--- src/rtl/ee_pkg.sv ---
package ee_pkg;
  typedef enum logic [2:0] {ST_IDLE, ST_RX, ST_ACK, ST_TX, ST_MACK} st_e;
  typedef enum logic [1:0] {BY_DEV, BY_ADDR, BY_DATA} byte_e;
endpackage

--- src/rtl/ee_edge_det.sv ---
module ee_edge_det #(
  parameter int unsigned STAGES = 2
) (
  input  logic clk_i,
  input  logic rst_ni,
  input  logic scl_i,
  input  logic sda_i,
  output logic sda_o,
  output logic scl_rise_o,
  output logic scl_fall_o,
  output logic start_o,
  output logic stop_o
);
  logic [STAGES-1:0] scl_sr, sda_sr;
  logic scl_d, sda_d, scl_s;

  always_ff @(posedge clk_i or negedge rst_ni) begin
    if (!rst_ni) begin
      scl_sr <= '1;
      sda_sr <= '1;
      scl_d  <= 1'b1;
      sda_d  <= 1'b1;
    end else begin
      scl_sr <= {scl_sr[STAGES-2:0], scl_i};
      sda_sr <= {sda_sr[STAGES-2:0], sda_i};
      scl_d  <= scl_s;
      sda_d  <= sda_o;
    end
  end

  assign scl_s      = scl_sr[STAGES-1];
  assign sda_o      = sda_sr[STAGES-1];
  assign scl_rise_o = scl_s & ~scl_d;
  assign scl_fall_o = ~scl_s & scl_d;
  assign start_o    = scl_s & scl_d & sda_d & ~sda_o;
  assign stop_o     = scl_s & scl_d & ~sda_d & sda_o;
endmodule

--- src/rtl/ee_addr_ctr.sv ---
module ee_addr_ctr #(
  parameter int unsigned AW = 7
) (
  input  logic          clk_i,
  input  logic          rst_ni,
  input  logic          load_i,
  input  logic [AW-1:0] load_val_i,
  input  logic          inc_i,
  output logic [AW-1:0] addr_o
);
  always_ff @(posedge clk_i or negedge rst_ni) begin
    if (!rst_ni)     addr_o <= '0;
    else if (load_i) addr_o <= load_val_i;
    else if (inc_i)  addr_o <= addr_o + 1'b1; // natural wrap at 2**AW
  end
endmodule

--- src/rtl/ee_byte_shift.sv ---
module ee_byte_shift #(
  parameter int unsigned DW = 8
) (
  input  logic          clk_i,
  input  logic          rst_ni,
  input  logic          load_i,
  input  logic [DW-1:0] load_val_i,
  input  logic          shift_i,
  input  logic          bit_i,
  output logic [DW-1:0] data_o
);
  always_ff @(posedge clk_i or negedge rst_ni) begin
    if (!rst_ni)      data_o <= '0;
    else if (load_i)  data_o <= load_val_i;
    else if (shift_i) data_o <= {data_o[DW-2:0], bit_i};
  end
endmodule

--- src/rtl/i2c_eeprom_wp.sv ---
module i2c_eeprom_wp #(
  parameter int unsigned AW          = 7,
  parameter int unsigned DW          = 8,
  parameter int unsigned SYNC_STAGES = 2,
  parameter logic [6:0]  DEV_CODE    = 7'b1010000
) (
  input  logic          clk_i,
  input  logic          rst_ni,
  input  logic          scl_i,
  input  logic          sda_i,
  output logic          sda_oe_o,
  input  logic          wp_i,
  output logic [AW-1:0] mem_addr_o,
  output logic          mem_we_o,
  output logic [DW-1:0] mem_wdata_o,
  input  logic [DW-1:0] mem_rdata_i
);
  import ee_pkg::*;

  localparam int unsigned CW = $clog2(DW + 1);
  localparam logic [CW-1:0] CNT_FULL = CW'(DW);
  localparam logic [CW-1:0] CNT_LAST = CW'(DW - 1);

  logic sda_s, scl_rise, scl_fall, start_det, stop_det;

  ee_edge_det #(.STAGES(SYNC_STAGES)) u_edge (
    .clk_i, .rst_ni, .scl_i, .sda_i,
    .sda_o(sda_s), .scl_rise_o(scl_rise), .scl_fall_o(scl_fall),
    .start_o(start_det), .stop_o(stop_det)
  );

  st_e           st_q, st_d;
  byte_e         role_q, role_d;
  logic          rw_q, rw_d;
  logic [CW-1:0] cnt_q, cnt_d;
  logic          oe_q, oe_d;
  logic          we_q, we_d;
  logic [AW-1:0] waddr_q;
  logic [DW-1:0] wdata_q;

  logic          sh_load, sh_shift, sh_bit;
  logic [DW-1:0] sh_q;
  logic          a_load, a_inc;
  logic [AW-1:0] addr_q;

  ee_byte_shift #(.DW(DW)) u_shift (
    .clk_i, .rst_ni,
    .load_i(sh_load), .load_val_i(mem_rdata_i),
    .shift_i(sh_shift), .bit_i(sh_bit), .data_o(sh_q)
  );

  ee_addr_ctr #(.AW(AW)) u_addr (
    .clk_i, .rst_ni,
    .load_i(a_load), .load_val_i(sh_q[AW-1:0]),
    .inc_i(a_inc), .addr_o(addr_q)
  );

  always_comb begin
    st_d     = st_q;
    role_d   = role_q;
    rw_d     = rw_q;
    cnt_d    = cnt_q;
    oe_d     = oe_q;
    we_d     = 1'b0;
    sh_load  = 1'b0;
    sh_shift = 1'b0;
    sh_bit   = sda_s;
    a_load   = 1'b0;
    a_inc    = 1'b0;
    if (stop_det) begin
      st_d = ST_IDLE;
      oe_d = 1'b0;
    end else if (start_det) begin
      st_d   = ST_RX;
      role_d = BY_DEV;
      cnt_d  = '0;
      oe_d   = 1'b0;
    end else begin
      case (st_q)
        ST_RX: begin
          if (scl_rise && cnt_q != CNT_FULL) begin
            sh_shift = 1'b1;
            cnt_d    = cnt_q + 1'b1;
          end else if (scl_fall && cnt_q == CNT_FULL) begin
            cnt_d = '0;
            st_d  = ST_ACK;
            case (role_q)
              BY_DEV: begin
                if (sh_q[DW-1:1] == DEV_CODE) begin
                  oe_d = 1'b1;
                  rw_d = sh_q[0];
                end else begin
                  st_d = ST_IDLE;
                end
              end
              BY_ADDR: begin
                oe_d   = 1'b1;
                a_load = 1'b1;
              end
              default: begin
                if (!wp_i) begin // locked data bytes: no ack, no write
                  oe_d  = 1'b1;
                  we_d  = 1'b1;
                  a_inc = 1'b1;
                end
              end
            endcase
          end
        end
        ST_ACK: begin
          if (scl_fall) begin
            if (role_q == BY_DEV && rw_q) begin
              st_d    = ST_TX;
              sh_load = 1'b1;
              a_inc   = 1'b1;
              oe_d    = ~mem_rdata_i[DW-1];
            end else begin
              oe_d   = 1'b0;
              st_d   = ST_RX;
              role_d = (role_q == BY_DEV) ? BY_ADDR : BY_DATA;
            end
          end
        end
        ST_TX: begin
          if (scl_fall) begin
            if (cnt_q == CNT_LAST) begin
              oe_d  = 1'b0;
              cnt_d = '0;
              st_d  = ST_MACK;
            end else begin
              sh_shift = 1'b1;
              sh_bit   = 1'b1;
              cnt_d    = cnt_q + 1'b1;
              oe_d     = ~sh_q[DW-2];
            end
          end
        end
        ST_MACK: begin
          if (scl_rise && sda_s) begin
            st_d = ST_IDLE;
          end else if (scl_fall) begin
            st_d    = ST_TX;
            sh_load = 1'b1;
            a_inc   = 1'b1;
            oe_d    = ~mem_rdata_i[DW-1];
          end
        end
        default: ;
      endcase
    end
  end

  always_ff @(posedge clk_i or negedge rst_ni) begin
    if (!rst_ni) begin
      st_q    <= ST_IDLE;
      role_q  <= BY_DEV;
      rw_q    <= 1'b0;
      cnt_q   <= '0;
      oe_q    <= 1'b0;
      we_q    <= 1'b0;
      waddr_q <= '0;
      wdata_q <= '0;
    end else begin
      st_q   <= st_d;
      role_q <= role_d;
      rw_q   <= rw_d;
      cnt_q  <= cnt_d;
      oe_q   <= oe_d;
      we_q   <= we_d;
      if (we_d) begin
        waddr_q <= addr_q;
        wdata_q <= sh_q;
      end
    end
  end

  assign sda_oe_o    = oe_q;
  assign mem_we_o    = we_q;
  assign mem_wdata_o = wdata_q;
  assign mem_addr_o  = we_q ? waddr_q : addr_q;
endmodule

--- config.mk ---
export PLATFORM = sky130hd
export DESIGN_NAME = i2c_eeprom_wp
export DESIGN_NICKNAME = d
export VERILOG_FILES = /design/src/rtl/ee_pkg.sv /design/src/rtl/ee_edge_det.sv /design/src/rtl/ee_addr_ctr.sv /design/src/rtl/ee_byte_shift.sv /design/src/rtl/i2c_eeprom_wp.sv
export SDC_FILE = /design/constraint.sdc
export NUM_CORES = 1
export LEC_CHECK = 0
export BUFFER_PORTS_ARGS = -buffer_cell sky130_fd_sc_hd__buf_4
export CORE_MARGIN = 5
export CORE_UTILIZATION = 50
export CTS_BUF_LIST = sky130_fd_sc_hd__clkbuf_4 sky130_fd_sc_hd__clkbuf_8
export DETAILED_ROUTE_END_ITERATION = 6
export GPL_ROUTABILITY_DRIVEN = 0
export GPL_TIMING_DRIVEN = 0
export MAX_ROUTING_LAYER = met4
export PLACE_DENSITY = 0.79
export SLEW_MARGIN = 5
export SYNTH_ARGS = -nofsm -noshare
export SYNTH_HDL_FRONTEND = slang
export SYNTH_SLANG_ARGS = --single-unit
export TNS_END_PERCENT = 1
--- constraint.sdc ---
create_clock -name clk_i -period 2.7 [get_ports clk_i]
set_input_delay 0.27 -clock clk_i [delete_from_list [all_inputs] [get_ports clk_i]]
set_output_delay 0.27 -clock clk_i [all_outputs]
set_load 0.02 [all_outputs]
# ---- After elaboration in Yosys (flattened, before gate mapping)
# Cells that the tools add are included.
dict set report word_totals {
  reg_bits 48
  out_inout_bits 17
}
dict set report classes {
  add_sub_neg 2
  n_eq_ne 22
  muxes 77
  bitwise_logic 16
  n_reduce_logical 17
}
# op count
set op_table {}
lappend op_table {{$mux 1} 43}
lappend op_table {{$ne 4x4->1 const B} 9}
lappend op_table {{$mux 3} 9}
lappend op_table {{$mux 7} 3}
lappend op_table {{$mux 4} 5}
lappend op_table {{$mux 2} 8}
lappend op_table {{$mux 8} 2}
lappend op_table {{$reduce_and 7->1} 2}
lappend op_table {{$pmux 3 s4} 1}
lappend op_table {{$ne 5x5->1 const B} 2}
lappend op_table {{$not 1->1} 9}
lappend op_table {{$reduce_and 9->1} 1}
lappend op_table {{$pmux 4 s2} 1}
lappend op_table {{$reduce_and 4->1} 2}
lappend op_table {{$reduce_bool 2->1} 4}
lappend op_table {{$add 7x1->7 const B} 1}
lappend op_table {{$and 1x1->1} 7}
lappend op_table {{$eq 7x7->1 const B} 1}
lappend op_table {{$eq 3x2->1 const B} 2}
lappend op_table {{$ne 6x6->1 const B} 1}
lappend op_table {{$pmux 1 s2} 3}
lappend op_table {{$reduce_bool 6->1} 1}
lappend op_table {{$add 4x1->4 const B} 1}
lappend op_table {{$eq 4x3->1 const B} 1}
lappend op_table {{12 further kinds} 15}

# ---- Logic depth before layout (Yosys ltp)
# Gate-level depths: netlist of the first run.
dict set report depth {
  ltp_word 10
  ltp_mapped 8
}

# ---- Cells and area by module
# A second synthesis of the first run with hierarchy kept.
dict set report unflattened {
  cells_unflattened 247
  hier_area_um2 2641.3
}
# mod instances cells_each area_each_um2
set by_module_without_submodules {}
lappend by_module_without_submodules {i2c_eeprom_wp 1 161 1695.4}
lappend by_module_without_submodules {ee_addr_ctr 1 42 382.9}
lappend by_module_without_submodules {ee_byte_shift 1 34 372.9}
lappend by_module_without_submodules {ee_edge_det 1 10 190.2}

# ---- Least setup slack after synthesis of the first run
# No wires, ideal clock.
dict set report synth_timing {
  path_type {register to register}
  startpoint {register cnt_q[0]}
  endpoint {register u_shift.data_o[1]}
  setup_time_ns 0.126
  arrival_time_ns 1.665
  required_time_ns 2.574
  setup_slack_ns 0.909
  path_stages_with_launch 9
  n_path_buf 1
  period_less_slack_ns 1.791
  cell_sequence {dfrtp_1 -> inv_1 -> ha_1 -> and3b_2 -> o21ai_2 -> a211oi_4 -> and2_4 -> buf_6 -> a221o_1}
}
dict set report synth_via {
  elab_chain_len 7
  elab_cells_between_ends 10
  classes_between {2 x eq/ne; 6 x mux; 2 x reduce/logical}
}
# item line_no
set synth_lines {}
lappend synth_lines {{start, declared} i2c_eeprom_wp.sv:35} ;# logic [CW-1:0] cnt_q, cnt_d;
lappend synth_lines {{start signal, assigned} i2c_eeprom_wp.sv:167} ;# cnt_q <= cnt_d;
lappend synth_lines {{$eq 4x3->1 / $ne 4x4->1 (equally long branches)} {i2c_eeprom_wp.sv:126, i2c_eeprom_wp.sv:81}}
lappend synth_lines {{$mux 1 / $logic_and 1x1->1 (equally long branches)} {i2c_eeprom_wp.sv:126, i2c_eeprom_wp.sv:81}}
lappend synth_lines {{$mux 1 (on tied branches)} {i2c_eeprom_wp.sv:125, i2c_eeprom_wp.sv:81}}
lappend synth_lines {{$pmux 1 s2 *} i2c_eeprom_wp.sv:79} ;# case (st_q)
lappend synth_lines {{$mux 1 *} i2c_eeprom_wp.sv:73} ;# end else if (start_det) begin
lappend synth_lines {{$mux 1 *} i2c_eeprom_wp.sv:70} ;# if (stop_det) begin
lappend synth_lines {{$reduce_bool 2->1 (no source line) *} -}
lappend synth_lines {{end signal, assigned} ee_byte_shift.sv:14} ;# else if (load_i) data_o <= load_val_i;
lappend synth_lines {{end signal, assigned} ee_byte_shift.sv:15} ;# else if (shift_i) data_o <= {data_o[DW-2:0], bit_i};
lappend synth_lines {{end, declared} ee_byte_shift.sv:10} ;# output logic [DW-1:0] data_o
# Mark *: on every way between the ends. The rest lies on a longest branch, timed or not.
# A chain may end at the register's enable or synchronous reset.

# ---- Final worst setup path of the first run
dict set report layout_timing {
  startpoint {register u_edge.scl_d}
  endpoint {register u_shift.data_o[1]}
}
dict set report layout_via {
  elab_chain_len 8
  elab_cells_between_ends 23
  classes_between {12 x mux; 8 x bitwise; 3 x reduce/logical}
}
# item line_no
set layout_lines {}
lappend layout_lines {{start, declared} ee_edge_det.sv:15} ;# logic scl_d, sda_d, scl_s;
lappend layout_lines {{start signal, assigned} ee_edge_det.sv:26} ;# scl_d <= scl_s;
lappend layout_lines {{$not 1->1} ee_edge_det.sv:33} ;# assign scl_rise_o = scl_s & ~scl_d;
lappend layout_lines {{$and 1x1->1} ee_edge_det.sv:33}
lappend layout_lines {{$logic_and 1x1->1 (on tied branches)} {i2c_eeprom_wp.sv:139, i2c_eeprom_wp.sv:81}}
lappend layout_lines {{$mux 1 (on tied branches)} {i2c_eeprom_wp.sv:139, i2c_eeprom_wp.sv:81}}
lappend layout_lines {{$pmux 1 s2} i2c_eeprom_wp.sv:79}
lappend layout_lines {{$mux 1} i2c_eeprom_wp.sv:73}
lappend layout_lines {{$mux 1} i2c_eeprom_wp.sv:70}
lappend layout_lines {{$mux 8 / $reduce_bool 2->1 (equally long branches)} -}
# Several ways; a longest one is shown, not always the timed one.

==> results of run 1 <==
## where the power goes
| group | leakage [uW] | internal (uW) | switching (uW) |
|---|---|---|---|
| Clock | 0.0000583 | 279 | 245 |
| Sequential | 0.000582 | 752 | 45.9 |
| Combinational | 0.000765 | 45.1 | 58.9 |
| Total | 0.00141 | 1080 | 350 |
## sequential cells by signal, summed over array words and instances, names as in the netlist
signal / count
rw_q: 1
u_edge.scl_d: 1
waddr_q: 7
u_edge.sda_sr: 2
mem_we_o: 1
u_addr.addr_o: 7
u_shift.data_o: 8
mem_wdata_o: 8
role_q: 2
cnt_q: 4
u_edge.sda_d: 1
u_edge.scl_sr: 2
st_q: 3
sda_oe_o: 1
## repair_timing
item	in CTS	in global routing
hold buffers	1	0
hold endpoints to repair	42	0
setup buffers	0	0
## cell type report
type                       count  area, um2  area share
buffer                        14       90.1      0.0300
tap                           70       87.6      0.0291
clock buffer                   5       68.8      0.0229
multi-input combinational    206       1250       0.415
timing repair buffer          30        228      0.0757
sequential                    48       1210       0.402
inverter                       8       30.0     0.00998
clock inverter                 3       47.5      0.0158
## logic make-up after synthesis
logic type	Yosys count	synth area share
and+or+nand+nor	129	0.241
AOI/OAI and AO/OA	54	0.150
DFF	48	0.469
buffers and inverters	22	0.0466
muxes	13	0.0549
xor gates and xnor gates	7	0.0238
adders and majority gates	3	0.0146
## metrics by stage
step | cell area (um2) | setup slack [ps] | std cells
detailed placement | 2880 | 740 | 375
finish | 3010 | 712 | 384
global route | 3010 | 515 | 384
CTS | 3010 | 720 | 384
floorplan | 2580 | 909 | 276
global placement | 2880 | 779 | 375
## Yosys cell counts, types with 2 or more instances
library cell / count / area [um2]
nor2_1: 14 / 52.6
o211ai_1: 7 / 52.6
inv_1: 8 / 30.0
dfrtp_1: 42 / 1050
nand3b_1: 3 / 22.5
xor2_1: 2 / 17.5
nand3_1: 15 / 75.1
o21bai_1: 2 / 15.0
nor2b_1: 4 / 25.0
a31oi_1: 7 / 43.8
a211oi_1: 2 / 15.0
dfstp_2: 6 / 158
ha_1: 3 / 37.5
and2b_1: 2 / 15.0
nand2_1: 67 / 251
buf_2: 6 / 30.0
nand2b_1: 4 / 25.0
nor3_1: 3 / 15.0
buf_6: 3 / 33.8
nand4_1: 3 / 18.8
mux2i_1: 4 / 40.0
and3_1: 2 / 12.5
buf_4: 2 / 15.0
a21oi_1: 13 / 65.1
mux2_2: 9 / 101
o21ai_0: 5 / 25.0
o22ai_1: 2 / 12.5
xnor2_1: 5 / 43.8
clkbuf_1: 3 / 11.3
and2_1: 3 / 18.8
## per-layer routing
layer	global-route usage	routed length [um]	vias up
met5	-	0	-
met4	0.0631	70	0
met3	0.0395	235	9
met2	0.300	2730	50
met1	0.245	2580	1022
li1	-	-	1045
## final timing paths
path / start / end / cells past startpoint
setup / recovery: u_edge.scl_d / u_shift.data_o[1] / 6
hold / removal: sda_i / u_edge.sda_sr[0] / 1
setup reg to reg: u_edge.scl_d / u_shift.data_o[1] / 6
hold reg to reg: u_edge.scl_sr[0] / u_edge.scl_sr[1] / 0
max in group asynchronous: rst_ni / st_q[0] / 2
min in group asynchronous: rst_ni / mem_wdata_o[6] / 2
## critical path, stage by stage, from the launching register on
cell and delay [ps]:
dfstp_2 540, buf_2 190, and4b_1 310, o22ai_1 160, and2_4 190, buf_6 130
a221o_1 360
==> flow_summary_export.csv, run 1 <==
group,metric,value,unit
run_status,status,"finished clean",
power,finalPower,1430,uW
setup_path,worst-path-max-fanout,10,
finish,final_common_cell,"nand2_1",
placement,io_buffers,29,
finish,most-common-layout-cells,"nand2_1, dfrtp_1, buf_4",
clock_network,cts_resized,0,
power,peakVddDrop,0.349,mV
global_route,grt_overflow,0,
setup_path,arrival,2170,ps
drt,antenna_left,0,
worst_hold_path,hold_path_class,"in2reg",
finish,diodes,0,
die,start_util,0.511,
drt,drt_wl_total,5620,um
sta,rsz0062_at_grt,"false",
drt,dr.pass1.iters,4,
sta,maxSlewViolCount,0,
clock_network,cts_made_buffers,5,
sta,tightest_slew,597,ps
synth,async_flop_share,1.00,
die,die_width,81.8,um
finish,utilization,0.597,
drt,drtIter0Drc,102,
die,rows,26,
synth,yosys_warnings,0,
global_route,grt_pass1_wl,9530,um
finish,area_growth,16.8,%
drt,route.detailed.drc,0,
synth,synthCells,276,
die,fp.dieH,81.8,um
sta,max_freq,0.503,GHz
synth,syn_nets,292,
sta,min_period_over_period,0.736,
sta,hold_viol,0,
drt,routedWlPerCell,14.6,um
clock_network,ctsRootBufferMaster,"clkbuf_8",
synth,synth-main-ff-cell,"dfrtp_1",
die,coreArea,5040,um2
synth,synth_cell_types,55,
global_route,grt_pass1_vias,2037,
setup_path,cp.required,2890,ps
synth,synth_seq_area_share,0.469,
sta,setup_violations,0,
power,leakage,0.00141,uW
clock_network,cts_max_level,2,
finish,n_fill_cell,412,
clock_network,clock_sinks,48,
placement,dp_hpwl,4070,um
run,drv_cap,0,
synth,yosys_register_bits,48,
die,io_pins,30,
synth,syn_area_per_cell,9.33,um2
setup_path,start_kind,"flip-flop",
clock_network,clk_latency,310,ps
sta,relSlewSlack,0.602,
sta,fin_setup_tns,0,ps
sta,fin_crit,1990,ps
setup_path,critPathKind,"reg2reg",
setup_path,r2r_slack,710,ps
power,p_per_area,474,nW/um2
sta,fin_skew,9.11,ps
finish,layout.nets,329,
setup_path,critPathCaptureType,"flip-flop",
clock_network,cts_tree,"done",
drt,detail_route.vias_per_cell,5.54,
finish,drive_above_1_share,0.229,
drt,vias,2126,
clock_network,clk_pin_slew_worst_paths,90,ps
global_route,grt_use_total,0.190,
clock_network,ctsLongestPathBuffers,2,
global_route,grt_max_degree,49,
global_route,antenna_found_initial,0,
sta,hold_slack,71.2,ps
die,dieArea,6690,um2
synth,netlist_area,2580,um2
synth,synth_edf_count,0,
No activity file was read; power rests on OpenSTA's default activity.
==> run 2: changes to the inputs <==
- ABC_AREA: default -> 1
- PLACE_DENSITY: 0.79 -> 0.82
- clock period: 2.7 -> 1.6 ns (I/O delays scaled with it)
==> run 2 against run 1 <==
Against the previous run: the run now ends with negative setup slack left; sequential share of layout area decreased by 3.8 points; clock-buffer cell count increased by 1; power up 140%; core utilization rose by 5.0 points; fmax up 21%; flip-flop and latch count did not move; critical endpoint is now st_q[1]; largest cell class unchanged.
==> flow_summary_export.csv, run 2 <==
group,metric,value,unit
drt,vias,2376,
clock_network,clk_latency,310,ps
clock_network,cts_made_buffers,5,
synth,netlist_area,2670,um2
clock_network,ctsLongestPathBuffers,2,
clock_network,clock_sinks,48,
worst_hold_path,min_path_cells,3,
finish,final_common_cell,"nand2_1",
synth,synth_cell_types,34,
drt,antenna_left,0,
setup_path,cp.required,1800,ps
sta,relSlewSlack,0.599,
finish,layout.nets,398,
worst_hold_path,hold_start,"mem_rdata_i[1]",
power,p_sw,1140,uW
drt,top_layer,"met4",
synth,synth-main-ff-cell,"dfrtp_1",
finish,regArea,1210,um2
synth,syn_area_per_cell,8.05,um2
setup_path,max_stage_delay,590,ps
setup_path,worst-path-max-fanout,8,
synth,syn_nets,347,
sta,fin_crit,1650,ps
finish,drive_above_1_share,0.313,
synth,yosys-top-cells-area,"dfrtp_1, nand2_1, dfstp_2",
sta,hold_viol,0,
finish,n_fill_cell,470,
power,internal-power,2250,uW
setup_path,crit_family,"simple AND/OR/NAND/NOR gates",
synth,synthCells,331,
setup_path,critPathCaptureType,"flip-flop",
setup_path,path_buf_inv,1,
placement,dp_hpwl,4310,um
sta,rsz0062_at_grt,"true",
setup_path,timing.rr.end,"st_q[1]",
sta,hold_slack,77.1,ps
setup_path,start_kind,"flip-flop",
synth,yosys_register_bits,48,
drt,routedWlPerCell,13.8,um
drt,dr.pass1.iters,4,
global_route,grt_use_total,0.186,
finish,multi_input_area,1330,um2
die,start_util,0.519,
setup_path,crit_path_cell_trace,"nand2_4 > nor2_2 > nor2_4 > buf_6 > nand3_2 > nand2_4 > nor2_8 > nand2_4 > nand2_2 > o21ai_2",
drt,met1_length,2630,um
die,fp.dieH,83.0,um
run,drv_cap,0,
run_status,status,"finished, violations left",
finish,area_growth,24.6,%
placement,dpl_cell_area,2970,um2
drt,drtIter0Drc,171,
synth,synth_seq_area_share,0.454,
setup_path,arrival,1840,ps
drt,detail_route.vias_per_cell,5.25,
power,p_per_area,1020,nW/um2
synth,yosys.area.top_type,"dfrtp_1",
clock_network,ctsRootBufferMaster,"clkbuf_8",
power,pwr-share-clk,0.274,
synth,async_flop_share,1.00,
die,rows,26,
power,leakage,0.00163,uW
setup_path,crit_slowest_cell,"dfstp_2",
power,peakVddDrop,0.743,mV
die,die_width,83.0,um
power,p_comb_frac,0.285,
power,p_seq_frac,0.441,
finish,most-common-layout-cells,"nand2_1, dfrtp_1, buf_4",
setup_path,worstRegToRegCells,10,
drt,wl_met3,362,um
synth,yosys_warnings,0,
worst_hold_path,whs_endpoint,"u_shift.data_o[1]",
clock_network,cts_tree,"done",
worst_hold_path,hold_path_class,"in2reg",
sta,max_freq,0.607,GHz
power,sw_frac_of_total,0.335,
setup_path,r2r_slack,-50,ps
drt,drt_wl_total,6240,um
setup_path,rr_startpoint,"u_edge.scl_d",
sta,fin_ws,-46.5,ps
sta,maxSlewViolCount,0,
placement,io_buffers,29,
sta,tightest_slew,601,ps
power,finalPower,3390,uW
placement,place_ws,-97.0,ps
setup_path,timing.critical_path.mode_cell,"nand2_4",
run_status,violations,"negative setup slack",
sta,setup_violations,7,
synth,synth_common_cells,"nand2_1, dfrtp_1, inv_1, o21ai_0, nand3_1",
drt,route.detailed.drc,0,
setup_path,critPathKind,"reg2reg",
synth,synth_top_area_frac,0.394,
sta,fin_skew,10.7,ps
sta,min_period_over_period,1.03,
global_route,grt_pass1_vias,2288,
drt,routed-wl-met2,3130,um
global_route,grt_max_degree,49,
die,io_pins,30,
synth,synth_edf_count,0,
global_route,grt_overflow,0,
global_route,antenna_found_initial,0,
global_route,grt_pass1_wl,10300,um
clock_network,cts_max_level,2,
die,coreArea,5140,um2
finish,utilization,0.646,
clock_network,clk_pin_slew_worst_paths,90,ps
finish,fin_area,3320,um2
finish,diodes,0,
synth,yosysMostFrequentCell,"nand2_1",
die,dieArea,6890,um2
-- run 2: final cells by class --
type / count / share of cell area
clock inverter: 2 / 0.0117
multi-input combinational: 231 / 0.401
tap: 70 / 0.0264
buffer: 8 / 0.0185
timing repair buffer: 44 / 0.103
clock buffer: 6 / 0.0249
sequential: 48 / 0.364
inverter: 44 / 0.0509
-- run 2: kinds of logic after synthesis --
| family | count (synthesis) | share of synthesized area |
|---|---|---|
| compound gates | 59 | 0.137 |
| fa+ha+maj | 3 | 0.0141 |
| xor+xnor | 4 | 0.0131 |
| buf+inv | 52 | 0.0822 |
| flops | 48 | 0.454 |
| simple gates | 165 | 0.300 |
-- run 2: worst max path at each step --
| stage | endpoint | from | depth (start not counted) |
|---|---|---|---|
| after floorplan | st_q[1] | u_edge.scl_sr[1] | 10 |
| after global placement | st_q[1] | cnt_q[0] | 11 |
| after detailed placement | cnt_q[0] | cnt_q[0] | 7 |
| after CTS | st_q[0] | u_edge.scl_sr[1] | 10 |
| after global routing | u_addr.addr_o[6] | st_q[2] | 10 |
| final | st_q[1] | u_edge.scl_d | 10 |
-- run 2: routing by layer --
metal	vias to the layer above	global-route usage
met5	-	-
met4	0	0.0475
met3	14	0.0455
met2	83	0.312
met1	1115	0.226
li1	1164	-
-- run 2: power groups by stage --
stage	sequential (uW)	combinational, uW	clock [uW]
2_1_floorplan	1500	591	0
3_3_place_gp	1500	784	0
3_5_place_dp	1510	818	0
4_1_cts	1490	916	938
5_1_grt	1510	1060	999
6_report	1490	966	929
-- run 2: worst reg2reg max path, cell delays in order, from the launching register on --
cell     delay, ps
dfstp_2        590
nand2_4         80
nor2_2         220
nor2_4          70
buf_6          140
nand3_2         70
nand2_4         60
nor2_8         100
nand2_4         90
nand2_2         70
o21ai_2         50
-- run 2: stage by stage --
| step | instances | TNS [ps] |
|---|---|---|
| after floorplan | 331 | 0 |
| after global routing | 453 | -2450 |
| after CTS | 448 | -0.138 |
| after detailed placement | 430 | -812 |
| after global placement | 430 | -136 |
| final | 453 | -192 |
-- run 2: what timing repair did --
item,CTS,global route
hold buffers,3,0
setup endpoints to repair,32,46
hold endpoints to repair,44,0
pin swaps,5,6
setup buffers,6,5
resized for setup,9,30
cloned,1,0
==> run 3: changes to the inputs <==
- CELL_PAD_IN_SITES_DETAIL_PLACEMENT: default -> 1
- CELL_PAD_IN_SITES_GLOBAL_PLACEMENT: default -> 1
- CORE_UTILIZATION: 50 -> 41
- PLACE_DENSITY: 0.82 -> 0.88
- clock period: 1.6 -> 1.3 ns (I/O delays scaled with it)
==> run 3 against run 2 <==
Against the previous run: the flow still finishes with violations (negative setup slack); power increased by 22%; combinational power rose by 35%; global-route usage is 1.3 points higher; first-iteration DRC count is 65% lower; clock power grew 5.2%; register-to-register slack lost 340 ps; flip-flop and latch count is the same; setup slack worse by 340 ps; die area grew 19%; design area is 2.8% higher; final cell count up 1.3%; critical endpoint is now u_addr.addr_o[3]; largest cell class unchanged.
==> flow_summary_export.csv, run 3 (synthesis gave the netlist of run 2 again) <==
group,metric,value,unit
clock_network,clk_pin_slew_worst_paths,100,ps
finish,layout.nets,397,
drt,antenna_left,0,
placement,place_ws,-407,ps
power,sw_frac_of_total,0.369,
sta,fin_crit,1690,ps
power,p_per_area,1210,nW/um2
die,start_util,0.420,
finish,final_cells,459,
setup_path,worst-path-max-fanout,6,
setup_path,max_stage_delay,410,ps
drt,vias,2475,
die,rows,29,
clock_network,cts_tree,"done",
drt,routedWlPerCell,17.5,um
finish,drive_above_1_share,0.366,
power,peakVddDrop,0.733,mV
finish,most-common-layout-cells,"nand2_1, buf_4, dfrtp_1",
setup_path,crit_path_cell_trace,"inv_2 > ha_4 > nand3_4 > nor2_4 > nand4_4 > buf_6 > nand2_4 > o21ai_2 > nand2_1 > o21ai_1",
clock_network,cts_max_level,2,
power,p_seq_frac,0.448,
finish,diodes,0,
power,leakage,0.00166,uW
sta,fin_skew,14.9,ps
power,internal-power,2600,uW
setup_path,crit_family,"simple AND/OR/NAND/NOR gates",
placement,dp_hpwl,5100,um
setup_path,start_kind,"flip-flop",
die,io_pins,30,
worst_hold_path,hold_path_class,"in2reg",
run,drv_cap,0,
global_route,grt_pass1_wl,13100,um
sta,relSlewSlack,0.584,
drt,dr.pass1.iters,4,
placement,io_buffers,29,
sta,maxSlewViolCount,0,
setup_path,cp.required,1510,ps
die,coreArea,6350,um2
run_status,status,"finished, violations left",
power,p_comb_frac,0.315,
sta,hold_viol,0,
drt,drt_wl_total,8010,um
die,die_width,90.6,um
setup_path,critPathKind,"reg2reg",
drt,route.detailed.drc,0,
sta,tightest_slew,624,ps
run_status,violations,"negative setup slack",
clock_network,clk_latency,310,ps
finish,n_fill_cell,761,
placement,dp.cells,437,
clock_network,clock_sinks,48,
drt,detail_route.vias_per_cell,5.39,
sta,rsz0062_at_grt,"true",
sta,max_freq,0.593,GHz
global_route,grt_use_total,0.200,
global_route,antenna_found_initial,0,
global_route,grt_max_degree,49,
power,p_sw,1520,uW
die,fp.dieH,90.6,um
power,finalPower,4120,uW
setup_path,crit_slowest_cell,"dfrtp_1",
setup_path,path_buf_inv,2,
sta,setup_violations,48,
global_route,grt_pass1_vias,2653,
setup_path,critPathCaptureType,"flip-flop",
power,pwr-share-clk,0.237,
die,dieArea,8210,um2
global_route,grt_overflow,0,
clock_network,ctsLongestPathBuffers,2,
drt,drtIter0Drc,59,
finish,final_common_cell,"nand2_1",
clock_network,ctsRootBufferMaster,"clkbuf_8",
finish,area_growth,28.1,%
setup_path,arrival,1900,ps
clock_network,cts_made_buffers,5,
sta,min_period_over_period,1.30,
sta,fin_ws,-386,ps
run 3: cell count changes in the layout (fill, tap and decap cells not counted), moves of 3 or more:
cell,delta
inv_1,-3
nand2_1,-5
nand2_4,+3
nand3_4,+3
o21ai_0,-5
o21ai_2,+6
run 3: layout make-up:
class | instances | area (um2) | share of cell area
plain buffers | 8 | 78.8 | 0.0231
clock buffers | 6 | 82.6 | 0.0242
clock inverters | 2 | 13.8 | 0.00403
inverters | 44 | 179 | 0.0524
multi-input cells | 231 | 1410 | 0.414
flip-flops and latches | 48 | 1210 | 0.355
well taps | 77 | 96.3 | 0.0282
repair buffers | 43 | 338 | 0.0990
run 3: path summary, 6_finish.rpt:
path | slack (ps) | cells after the start | end | from
setup / recovery | -390 | 10 | u_addr.addr_o[3] | cnt_q[0]
hold / removal | 50 | 3 | u_shift.data_o[6] | mem_rdata_i[6]
setup reg to reg | -390 | 10 | u_addr.addr_o[3] | cnt_q[0]
hold reg to reg | 360 | 0 | u_edge.sda_sr[1] | u_edge.sda_sr[0]
max in group asynchronous | 460 | 2 | st_q[1] | rst_ni
min in group asynchronous | 380 | 2 | waddr_q[2] | rst_ni
run 3: timing repair:
item	in CTS	in global routing
resized for setup	39	37
setup endpoints to repair	48	49
hold buffers	3	0
setup buffers	7	3
gates cloned	1	0
pin swaps	5	10
endpoints found under the hold margin	44	0
run 3: power groups by stage:
| stage | Sequential (uW) | Clock [uW] | Combinational (uW) |
|---|---|---|---|
| floorplan | 1840 | 0 | 729 |
| global placement | 1850 | 0 | 992 |
| detailed placement | 1870 | 0 | 1040 |
| CTS | 1840 | 978 | 1190 |
| global route | 1870 | 1050 | 1440 |
| finish | 1850 | 977 | 1300 |
run 3: metal layers:
| layer | GRT usage | part of all wire | up-vias |
|---|---|---|---|
| met5 | - | 0 | - |
| met2 | 0.358 | 0.54 | 56 |
| li1 | - | - | 1169 |
| met1 | 0.231 | 0.40 | 1237 |
| met4 | 0.0521 | 0.018 | 0 |
| met3 | 0.0308 | 0.040 | 13 |
run 3: worst reg2reg max path, stage by stage, from the launching register on:
cell     delay (ps)
dfrtp_1         410
inv_2            90
ha_4            140
nand3_4          70
nor2_4          230
nand4_4         200
buf_6           200
nand2_4          60
o21ai_2          50
nand2_1          80
o21ai_1          60
run 3: through the flow:
| stage | util | hold slack, ps | TNS, ps | area (um2) |
|---|---|---|---|---|
| global route | 0.538 | 61.0 | -16060 | 3410 |
| floorplan | - | -166 | -3930 | 2670 |
| global placement | 0.469 | 182 | -10380 | 2980 |
| detailed placement | 0.469 | 189 | -13300 | 2980 |
| CTS | 0.515 | 50.4 | -10370 | 3270 |
| finish | 0.538 | 48.2 | -12080 | 3410 |
